### config.mk
export PLATFORM = sky130hd
export DESIGN_NAME = slave_frame_timer
export DESIGN_NICKNAME = d
export VERILOG_FILES = /design/src/rtl/slv_timing_pkg.sv /design/src/rtl/slv_frame_seq.sv /design/src/rtl/slv_gate_decode.sv /design/src/rtl/slave_frame_timer.sv
export SDC_FILE = /design/constraint.sdc
export NUM_CORES = 1
export LEC_CHECK = 0
export ABC_AREA = 1
export BUFFER_PORTS_ARGS = -buffer_cell sky130_fd_sc_hd__clkbuf_2
export CAP_MARGIN = 10
export CELL_PAD_IN_SITES_DETAIL_PLACEMENT = 0
export CELL_PAD_IN_SITES_GLOBAL_PLACEMENT = 2
export CORE_MARGIN = 2
export CORE_UTILIZATION = 25
export CTS_BUF_LIST = sky130_fd_sc_hd__clkbuf_8
export CTS_CLUSTER_DIAMETER = 80
export DETAILED_ROUTE_END_ITERATION = 16
export PLACE_DENSITY_LB_ADDON = 0.1
export SLEW_MARGIN = 20
export SYNTH_ARGS = -nofsm -noshare
export SYNTH_HDL_FRONTEND = slang
export SYNTH_SLANG_ARGS = --single-unit
### constraint.sdc
create_clock -name clk -period 2.18 [get_ports clk]
set_input_delay 0.218 -clock clk [delete_from_list [all_inputs] [get_ports clk]]
set_output_delay 0.218 -clock clk [all_outputs]
set_load 0.02 [all_outputs]
### src/rtl/slv_timing_pkg.sv
package slv_timing_pkg;
    typedef enum logic [1:0] {
        SRC_IDLE  = 2'd0,
        SRC_BURST = 2'd1,
        SRC_TONE  = 2'd2
    } frame_src_e;
endpackage

### src/rtl/slv_frame_seq.sv
module slv_frame_seq
    import slv_timing_pkg::*;
#(
    parameter int FRAME_CLKS = 256,
    localparam int CW = $clog2(FRAME_CLKS)
) (
    input  logic          clk,
    input  logic          rst_n,
    input  logic          demod_done,
    input  logic          tone_req,
    output frame_src_e    src,
    output logic [CW-1:0] cnt
);
    localparam logic [CW-1:0] LAST = CW'(FRAME_CLKS - 1);

    typedef struct packed {
        frame_src_e    src;
        logic [CW-1:0] cnt;
    } seq_t;

    seq_t seq_d, seq_q;

    always_comb begin
        seq_d = seq_q;
        if (demod_done) begin
            seq_d.src = SRC_BURST;
            seq_d.cnt = '0;
        end else if (seq_q.src != SRC_IDLE) begin
            if (seq_q.cnt == LAST) begin
                seq_d.src = tone_req ? SRC_TONE : SRC_IDLE;
                seq_d.cnt = '0;
            end else begin
                seq_d.cnt = seq_q.cnt + 1'b1;
            end
        end else if (tone_req) begin
            seq_d.src = SRC_TONE;
            seq_d.cnt = '0;
        end
    end

    always_ff @(posedge clk or negedge rst_n) begin
        if (!rst_n) begin
            seq_q <= '{src: SRC_IDLE, cnt: '0};
        end else begin
            seq_q <= seq_d;
        end
    end

    assign src = seq_q.src;
    assign cnt = seq_q.cnt;

    // a strobe always lands the sequencer on a burst frame.
    assert_restart_src_R10: assert property (@(posedge clk) disable iff (!rst_n)
        demod_done |=> (src == SRC_BURST && cnt == '0));
endmodule

### src/rtl/slv_gate_decode.sv
module slv_gate_decode
    import slv_timing_pkg::*;
#(
    parameter int FRAME_CLKS    = 256,
    parameter int DCLK_CYCLES   = 2,
    parameter int NUM_EN        = 2,
    parameter int BITS_PER_BYTE = 8,
    parameter int CLKS_PER_BIT  = 8,
    parameter int CLKS_PER_BAUD = 4,
    parameter int GUARD_BAUDS   = 8,
    localparam int CW = $clog2(FRAME_CLKS)
) (
    input  logic              clk,
    input  logic              rst_n,
    input  frame_src_e        src,
    input  logic [CW-1:0]     cnt,
    input  logic              pwr_up,
    output logic              dclk,
    output logic [NUM_EN-1:0] byte_en,
    output logic              bit_clk,
    output logic              tx_start
);
    localparam int DCLK_PER   = FRAME_CLKS / DCLK_CYCLES;
    localparam int EN_WIN     = BITS_PER_BYTE * CLKS_PER_BIT;
    localparam int GUARD_CLKS = GUARD_BAUDS * CLKS_PER_BAUD;

    localparam logic [CW:0] DCLK_P    = (CW+1)'(DCLK_PER);
    localparam logic [CW:0] DCLK_HALF = (CW+1)'(DCLK_PER / 2);
    localparam logic [CW:0] BIT_P     = (CW+1)'(CLKS_PER_BIT);
    localparam logic [CW:0] BIT_HALF  = (CW+1)'(CLKS_PER_BIT / 2);
    localparam logic [CW:0] EN_END    = (CW+1)'(NUM_EN * EN_WIN);
    localparam logic [CW:0] GUARD_AT  = (CW+1)'(GUARD_CLKS);

    logic        run;
    logic [CW:0] pos;

    always_comb begin
        run      = (src != SRC_IDLE);
        pos      = {1'b0, cnt};
        dclk     = run && ((pos % DCLK_P) < DCLK_HALF);
        bit_clk  = run && (pos < EN_END) && ((pos % BIT_P) < BIT_HALF);
        tx_start = (src == SRC_BURST) && (pos == GUARD_AT) && pwr_up;
    end

    for (genvar i = 0; i < NUM_EN; i++) begin : g_en
        localparam logic [CW:0] LO = (CW+1)'(i * EN_WIN);
        localparam logic [CW:0] HI = (CW+1)'((i + 1) * EN_WIN);
        assign byte_en[i] = run && (pos >= LO) && (pos < HI);
    end

    // enable windows never overlap.
    assert_en_onehot_R4: assert property (@(posedge clk) disable iff (!rst_n)
        $onehot0(byte_en));
    // bit clock only inside a window.
    assert_bclk_window_R5: assert property (@(posedge clk) disable iff (!rst_n)
        bit_clk |-> (byte_en != '0));
endmodule

### src/rtl/slave_frame_timer.sv
module slave_frame_timer
    import slv_timing_pkg::*;
#(
    parameter int CLKS_PER_BAUD   = 4,
    parameter int BAUDS_PER_FRAME = 64,
    parameter int GUARD_BAUDS     = 8,
    parameter int DCLK_CYCLES     = 2,
    parameter int BITS_PER_BYTE   = 8,
    parameter int CLKS_PER_BIT    = 8,
    parameter int NUM_EN          = 2,
    localparam int FRAME_CLKS = CLKS_PER_BAUD * BAUDS_PER_FRAME,
    localparam int CW         = $clog2(FRAME_CLKS)
) (
    input  logic              clk,
    input  logic              rst_n,
    input  logic              demod_done_i,
    input  logic              pwr_up_i,
    input  logic              tone_req_i,
    output logic              dclk_o,
    output logic [NUM_EN-1:0] byte_en_o,
    output logic              bit_clk_o,
    output logic              tx_start_o
);
    frame_src_e    src;
    logic [CW-1:0] cnt;

    slv_frame_seq #(
        .FRAME_CLKS(FRAME_CLKS)
    ) u_seq (
        .clk        (clk),
        .rst_n      (rst_n),
        .demod_done (demod_done_i),
        .tone_req   (tone_req_i),
        .src        (src),
        .cnt        (cnt)
    );

    slv_gate_decode #(
        .FRAME_CLKS    (FRAME_CLKS),
        .DCLK_CYCLES   (DCLK_CYCLES),
        .NUM_EN        (NUM_EN),
        .BITS_PER_BYTE (BITS_PER_BYTE),
        .CLKS_PER_BIT  (CLKS_PER_BIT),
        .CLKS_PER_BAUD (CLKS_PER_BAUD),
        .GUARD_BAUDS   (GUARD_BAUDS)
    ) u_dec (
        .clk      (clk),
        .rst_n    (rst_n),
        .src      (src),
        .cnt      (cnt),
        .pwr_up   (pwr_up_i),
        .dclk     (dclk_o),
        .byte_en  (byte_en_o),
        .bit_clk  (bit_clk_o),
        .tx_start (tx_start_o)
    );

    // no return burst while powered down.
    assert_tx_gated_R8: assert property (@(posedge clk) disable iff (!rst_n)
        tx_start_o |-> pwr_up_i);
    // transmit start is a single-cycle pulse.
    assert_tx_pulse_R7: assert property (@(posedge clk) disable iff (!rst_n)
        tx_start_o |=> !tx_start_o);
    // frame cycle 0 follows every strobe with clock, first enable and bit clock high.
    assert_frame_start_R2: assert property (@(posedge clk) disable iff (!rst_n)
        demod_done_i |=> (dclk_o && byte_en_o[0] && bit_clk_o));
endmodule

# --- Word level (Yosys, flattened, before mapping) ---
# Cells that the tools add are included.
totals:
  register_bits: 10
  input_bits: 5
classes:
  addsub: 1
  order_cmp: 6
  eq_ne: 4
  mux: 6
  reduce_logical: 12
ops:
  columns: ["cell", "n"]
  rows:
  - ["$mux 10", 3]
  - ["$logic_and 1x1->1", 9]
  - ["$add 8x1->8 const B", 1]
  - ["$eq 8x6->1 const B", 1]
  - ["$eq 8x8->1 const B", 1]
  - ["$ge 8x1->1 const B", 1]
  - ["$ge 8x7->1 const B", 1]
  - ["$lt 8x7->1 const B", 1]
  - ["$lt 8x8->1 const B", 1]
  - ["$mux 8", 1]
  - ["$lt 7x7->1 const B", 1]
  - ["$mux 2", 2]
  - ["$lt 3x3->1 const B", 1]
  - ["$ne 3x3->1 const B", 1]
  - ["$reduce_bool 3->1", 1]
  - ["$eq 2x1->1 const B", 1]
  - ["$reduce_and 2->1", 1]
  - ["$reduce_bool 2->1", 1]

# --- Longest topological paths before layout ---
logic_depth:
  ltp_word: 4
  mapped_depth: 8
  ltp_nobuf: 8

# --- Cells and area by module ---
# Synthesis repeated with hierarchy kept, for this count alone.
unflattened:
  hier_cells: 94
  area_unflattened_um2: 673.1
by_module_without_submodules:
  columns: ["module", "instances", "cells_each", "area_each_um2"]
  rows:
  - ["slv_frame_seq", 1, 73, 581.8]
  - ["slv_gate_decode", 1, 21, 91.3]

# --- Worst setup path after synthesis ---
# No wires, ideal clock.
synth_timing:
  kind: "register -> output"
  startpoint: "register u_seq.seq_q, in the netlist u_seq.cnt[2]"
  endpoint: "output port bit_clk_o"
  arrival_ps: 1000
  setup_slack_ps: 962
  path_stages_with_launch: 3
  path_buffers: 1
  path_cell_list: "dfrtp_1 buf_4 nor3_1"
synth_between:
  elab_chain_cells: 3
synth_rtl:
  columns: ["item", "line", "source"]
  rows:
  - ["start, declared", "slv_frame_seq.sv:21", "seq_t seq_d, seq_q;"]
  - ["start signal, assigned", "slv_frame_seq.sv:43", "seq_q <= '{src: SRC_IDLE, cnt: '0};"]
  - ["start signal, assigned", "slv_frame_seq.sv:45", "seq_q <= seq_d;"]
  - ["$lt 8x8->1", "slv_gate_decode.sv:41", "bit_clk = run && (pos < EN_END) && ((pos % BIT_P) < BIT_HALF);"]
  - ["$logic_and 1x1->1", "slv_gate_decode.sv:41", null]
  - ["$logic_and 1x1->1 *", "slv_gate_decode.sv:41", null]
  - ["end, declared", "slave_frame_timer.sv:21", "output logic bit_clk_o,"]
# Mark *: on every way between the ends. The rest lies on a longest branch, timed or not.

# --- Worst setup path after layout ---
layout_timing:
  startpoint: "register u_seq.seq_q, in the netlist u_seq.cnt[0]"
  endpoint: "output port tx_start_o"
layout_between:
  elab_chain_cells: 3
layout_rtl:
  columns: ["item", "line", "source"]
  rows:
  - ["$eq 8x6->1", "slv_gate_decode.sv:42", "tx_start = (src == SRC_BURST) && (pos == GUARD_AT) && pwr_up;"]
  - ["$logic_and 1x1->1 (2 in series)", "slv_gate_decode.sv:42", null]
  - ["end, declared", "slave_frame_timer.sv:22", "output logic tx_start_o"]
# No other way between the ends.

==> out/summary.txt <==
status - finished, final reports clean
# diodes - 0
met3 wire length - 33 µm
antenna viol nets, final - 0
largest family of logic cells by synthesized area - simple AND/OR/NAND/NOR gates
post-synthesis simple-gate area fraction - 36.6%
Top Metal Used - met4
DRC - 0
antenna violations before repair - 0
Crit. End Element - output pin
worst-path fanout max - 7
synthesized area - 659 µm²
Post-Synthesis Net Count - 98
hold_buf cts - 1
CP required - 1.96 ns
Pre-Repair DR Iteration Count - 4
Critical Path, Cell by Cell - inv_1 > ha_1 > nand4_1 > nor2_1 > clkbuf_2
maximum clock insertion buffer count - 2
Area Growth Syn to Fin - 18.0%
CTS sink count - 10
worst slew pin tran - 0.294 ns
GRT Resource Usage Total - 11.6%
met1 wire length - 783 µm
row cnt - 18
Post-Synth XOR/XNOR Area - 3.98%
commonest non-fill, non-tap cell in the layout - nand2_1
post-synth top area share - 38.0%
share of cells above drive strength 1 - 19.6%
Core Util, Final - 31.4%
die area - 0.00306 mm²
Synth cell types - 20
Max transition margin - 80.4%
initial DRC count - 12
period utilisation layout - 68.9%
Post-Synth Adder-Cell Area - 3.80%
largest cells by area after synthesis - dfrtp_1, nand2_1, nand3_1
Fin. Hold Viols - 0
commonest non-fill, non-tap cells in the layout - nand2_1, inv_1, dfrtp_1
Comb pwr share - 14.0%
routability congestion estimate - 0.709
Initial Util - 26.6%
worst reg-to-reg setup slack - 0.83 ns
Avg WL per Cell - 11.7 µm
Vias/cell - 4.36
Setup Buffers After CTS - 0
crit start category - register
nets - 111
Met2 Wirelength - 693 µm
worst min path class - input port to register
clk_skew - 0.000424 ns
CTS clk-pin slew, worst paths - 0.05 ns
CTS tree - done
leakage - 0.359 nW
min cycle time layout - 1.50 ns
post-synthesis mux area share - 0%
Compound-Gate Fraction of Synth Area - 7.40%
vias - 575
final non-filler cell area - 778 µm²
Synth Area per Inst - 7.25 µm²
Cells on Worst Hold Path - 3
peak supply drop - 0.297 mV
Skew-Pair Late Insertion Delay - 0.24 ns
crit path kind - register to output pin
Fmax achieved - 666 MHz
Synthesis Warnings - 0
sequential area share after synthesis - 38.0%
pwr/cell area - 602 mW/mm²
# port buffers - 9
die width - 55.4 µm
GR Overflow Total - 0
Psw - 0.128 mW
core area - 0.00248 mm²
global-route wire length before repair - 2.68 mm
pin count of the biggest net entering global routing - 11
Num CTS Buffers - 3
max_cap viols - 0
root buf cell - clkbuf_8
WL final - 1.55 mm
RSZ-0062 raised after global routing - no
# setup viols final - 0
Clock Power Share - 41.4%
post-DP HPWL - 1.18 mm
H-tree Lvls - 1
CP max-delay cell - dfrtp_1
Internal - 0.340 mW
Sw Share - 27.3%
Fin Setup TNS - 0 ns
Post-Syn Instances - 91
register bit total from synthesis - 10
crit-path max cell delay - 0.44 ns
cell taking the most area after synthesis - dfrtp_1
R2R depth - 8
post-CTS resize count - 0
Ports - 10
placed inst area - 727 µm²
Max Slew Vio Count - 0
vias in the first global route - 550
CP arrival - 1.28 ns
sequential power share - 44.6%
Chip Height - 55.4 µm
==> worst max-delay path, delay by kind of cell, from the launching register on <==
family / cells / cell delay (ns)
adder cells (fa/ha/maj): 1 / 0.14
buffers and inverters: 2 / 0.27
flip-flops: 1 / 0.44
AND/OR/NAND/NOR: 2 / 0.20
==> final timing paths <==
kind,startpoint,endpoint
max,u_seq.cnt[0]$_DFFE_PN0P_,tx_start_o
min,demod_done_i,u_seq.src[0]$_DFFE_PN0P_
min in group asynchronous,rst_n,u_seq.cnt[2]$_DFFE_PN0P_
max reg2reg,u_seq.cnt[0]$_DFFE_PN0P_,u_seq.src[1]$_DFFE_PN0P_
min reg2reg,u_seq.src[0]$_DFFE_PN0P_,u_seq.src[0]$_DFFE_PN0P_
max in group asynchronous,rst_n,u_seq.cnt[6]$_DFFE_PN0P_
==> per-stage QoR <==
| step | hold WS (ns) | std cells | worst slack, ns | power, mW |
|---|---|---|---|---|
| 2_1_floorplan | -0.0776 | 91 | 0.962 | 0.253 |
| 3_3_place_gp | 0.111 | 128 | 0.862 | 0.281 |
| 3_5_place_dp | 0.115 | 128 | 0.831 | 0.278 |
| 4_1_cts | 0.217 | 132 | 0.673 | 0.475 |
| 5_1_grt | 0.256 | 132 | 0.583 | 0.501 |
| 6_report | 0.220 | 132 | 0.679 | 0.469 |
==> cells in the mapped netlist <==
library cell,count
nand3_1,9
nand2_4,1
nor2_4,2
xnor2_1,1
buf_4,2
o21ai_0,6
nor2_1,7
inv_1,12
nand2_2,2
nor2_2,1
clkinv_1,1
o21ai_1,2
nor3_1,3
nand2_1,24
nand4_1,2
ha_1,2
a21oi_2,1
inv_2,1
xor2_1,2
dfrtp_1,10
==> metal layers <==
metal | vias to the layer above | track usage (%)
met2 | 7 | 17.7
met1 | 250 | 14.9
met3 | 5 | 2.11
met5 | - | 0
li1 | 313 | -
met4 | 0 | 7.32
==> area by class of cell <==
cell class                      count  area [µm²]
Clock buffer                        3        41.3
Fill cell                         294        1700
Inverter                           14        52.6
Multi-Input combinational cell     65         342
Sequential cell                    10         250
Tap cell                           30        37.5
Timing Repair Buffer               10        55.1
==> power by group through the flow <==
stage          registers, mW  clock network [mW]  logic [mW]
3_3_place_gp           0.212                   0      0.0687
5_1_grt                0.211               0.213      0.0775
4_1_cts                0.209               0.199      0.0681
2_1_floorplan          0.207                   0      0.0462
6_report               0.209               0.194      0.0656
3_5_place_dp           0.212                   0      0.0666
==> cells by family after synthesis <==
kind of cell               after synthesis
xor gates and xnor gates                 3
DFF                                     10
AOI/OAI and AO/OA                        9
adders and majority gates                2
and+or+nand+nor                         51
buffers and inverters                   16
==> sequential cells by signal, summed over array words and instances, names as in the netlist <==
register   cells
u_seq.cnt      8
u_seq.src      2
Power figures use the tool's default switching activity.
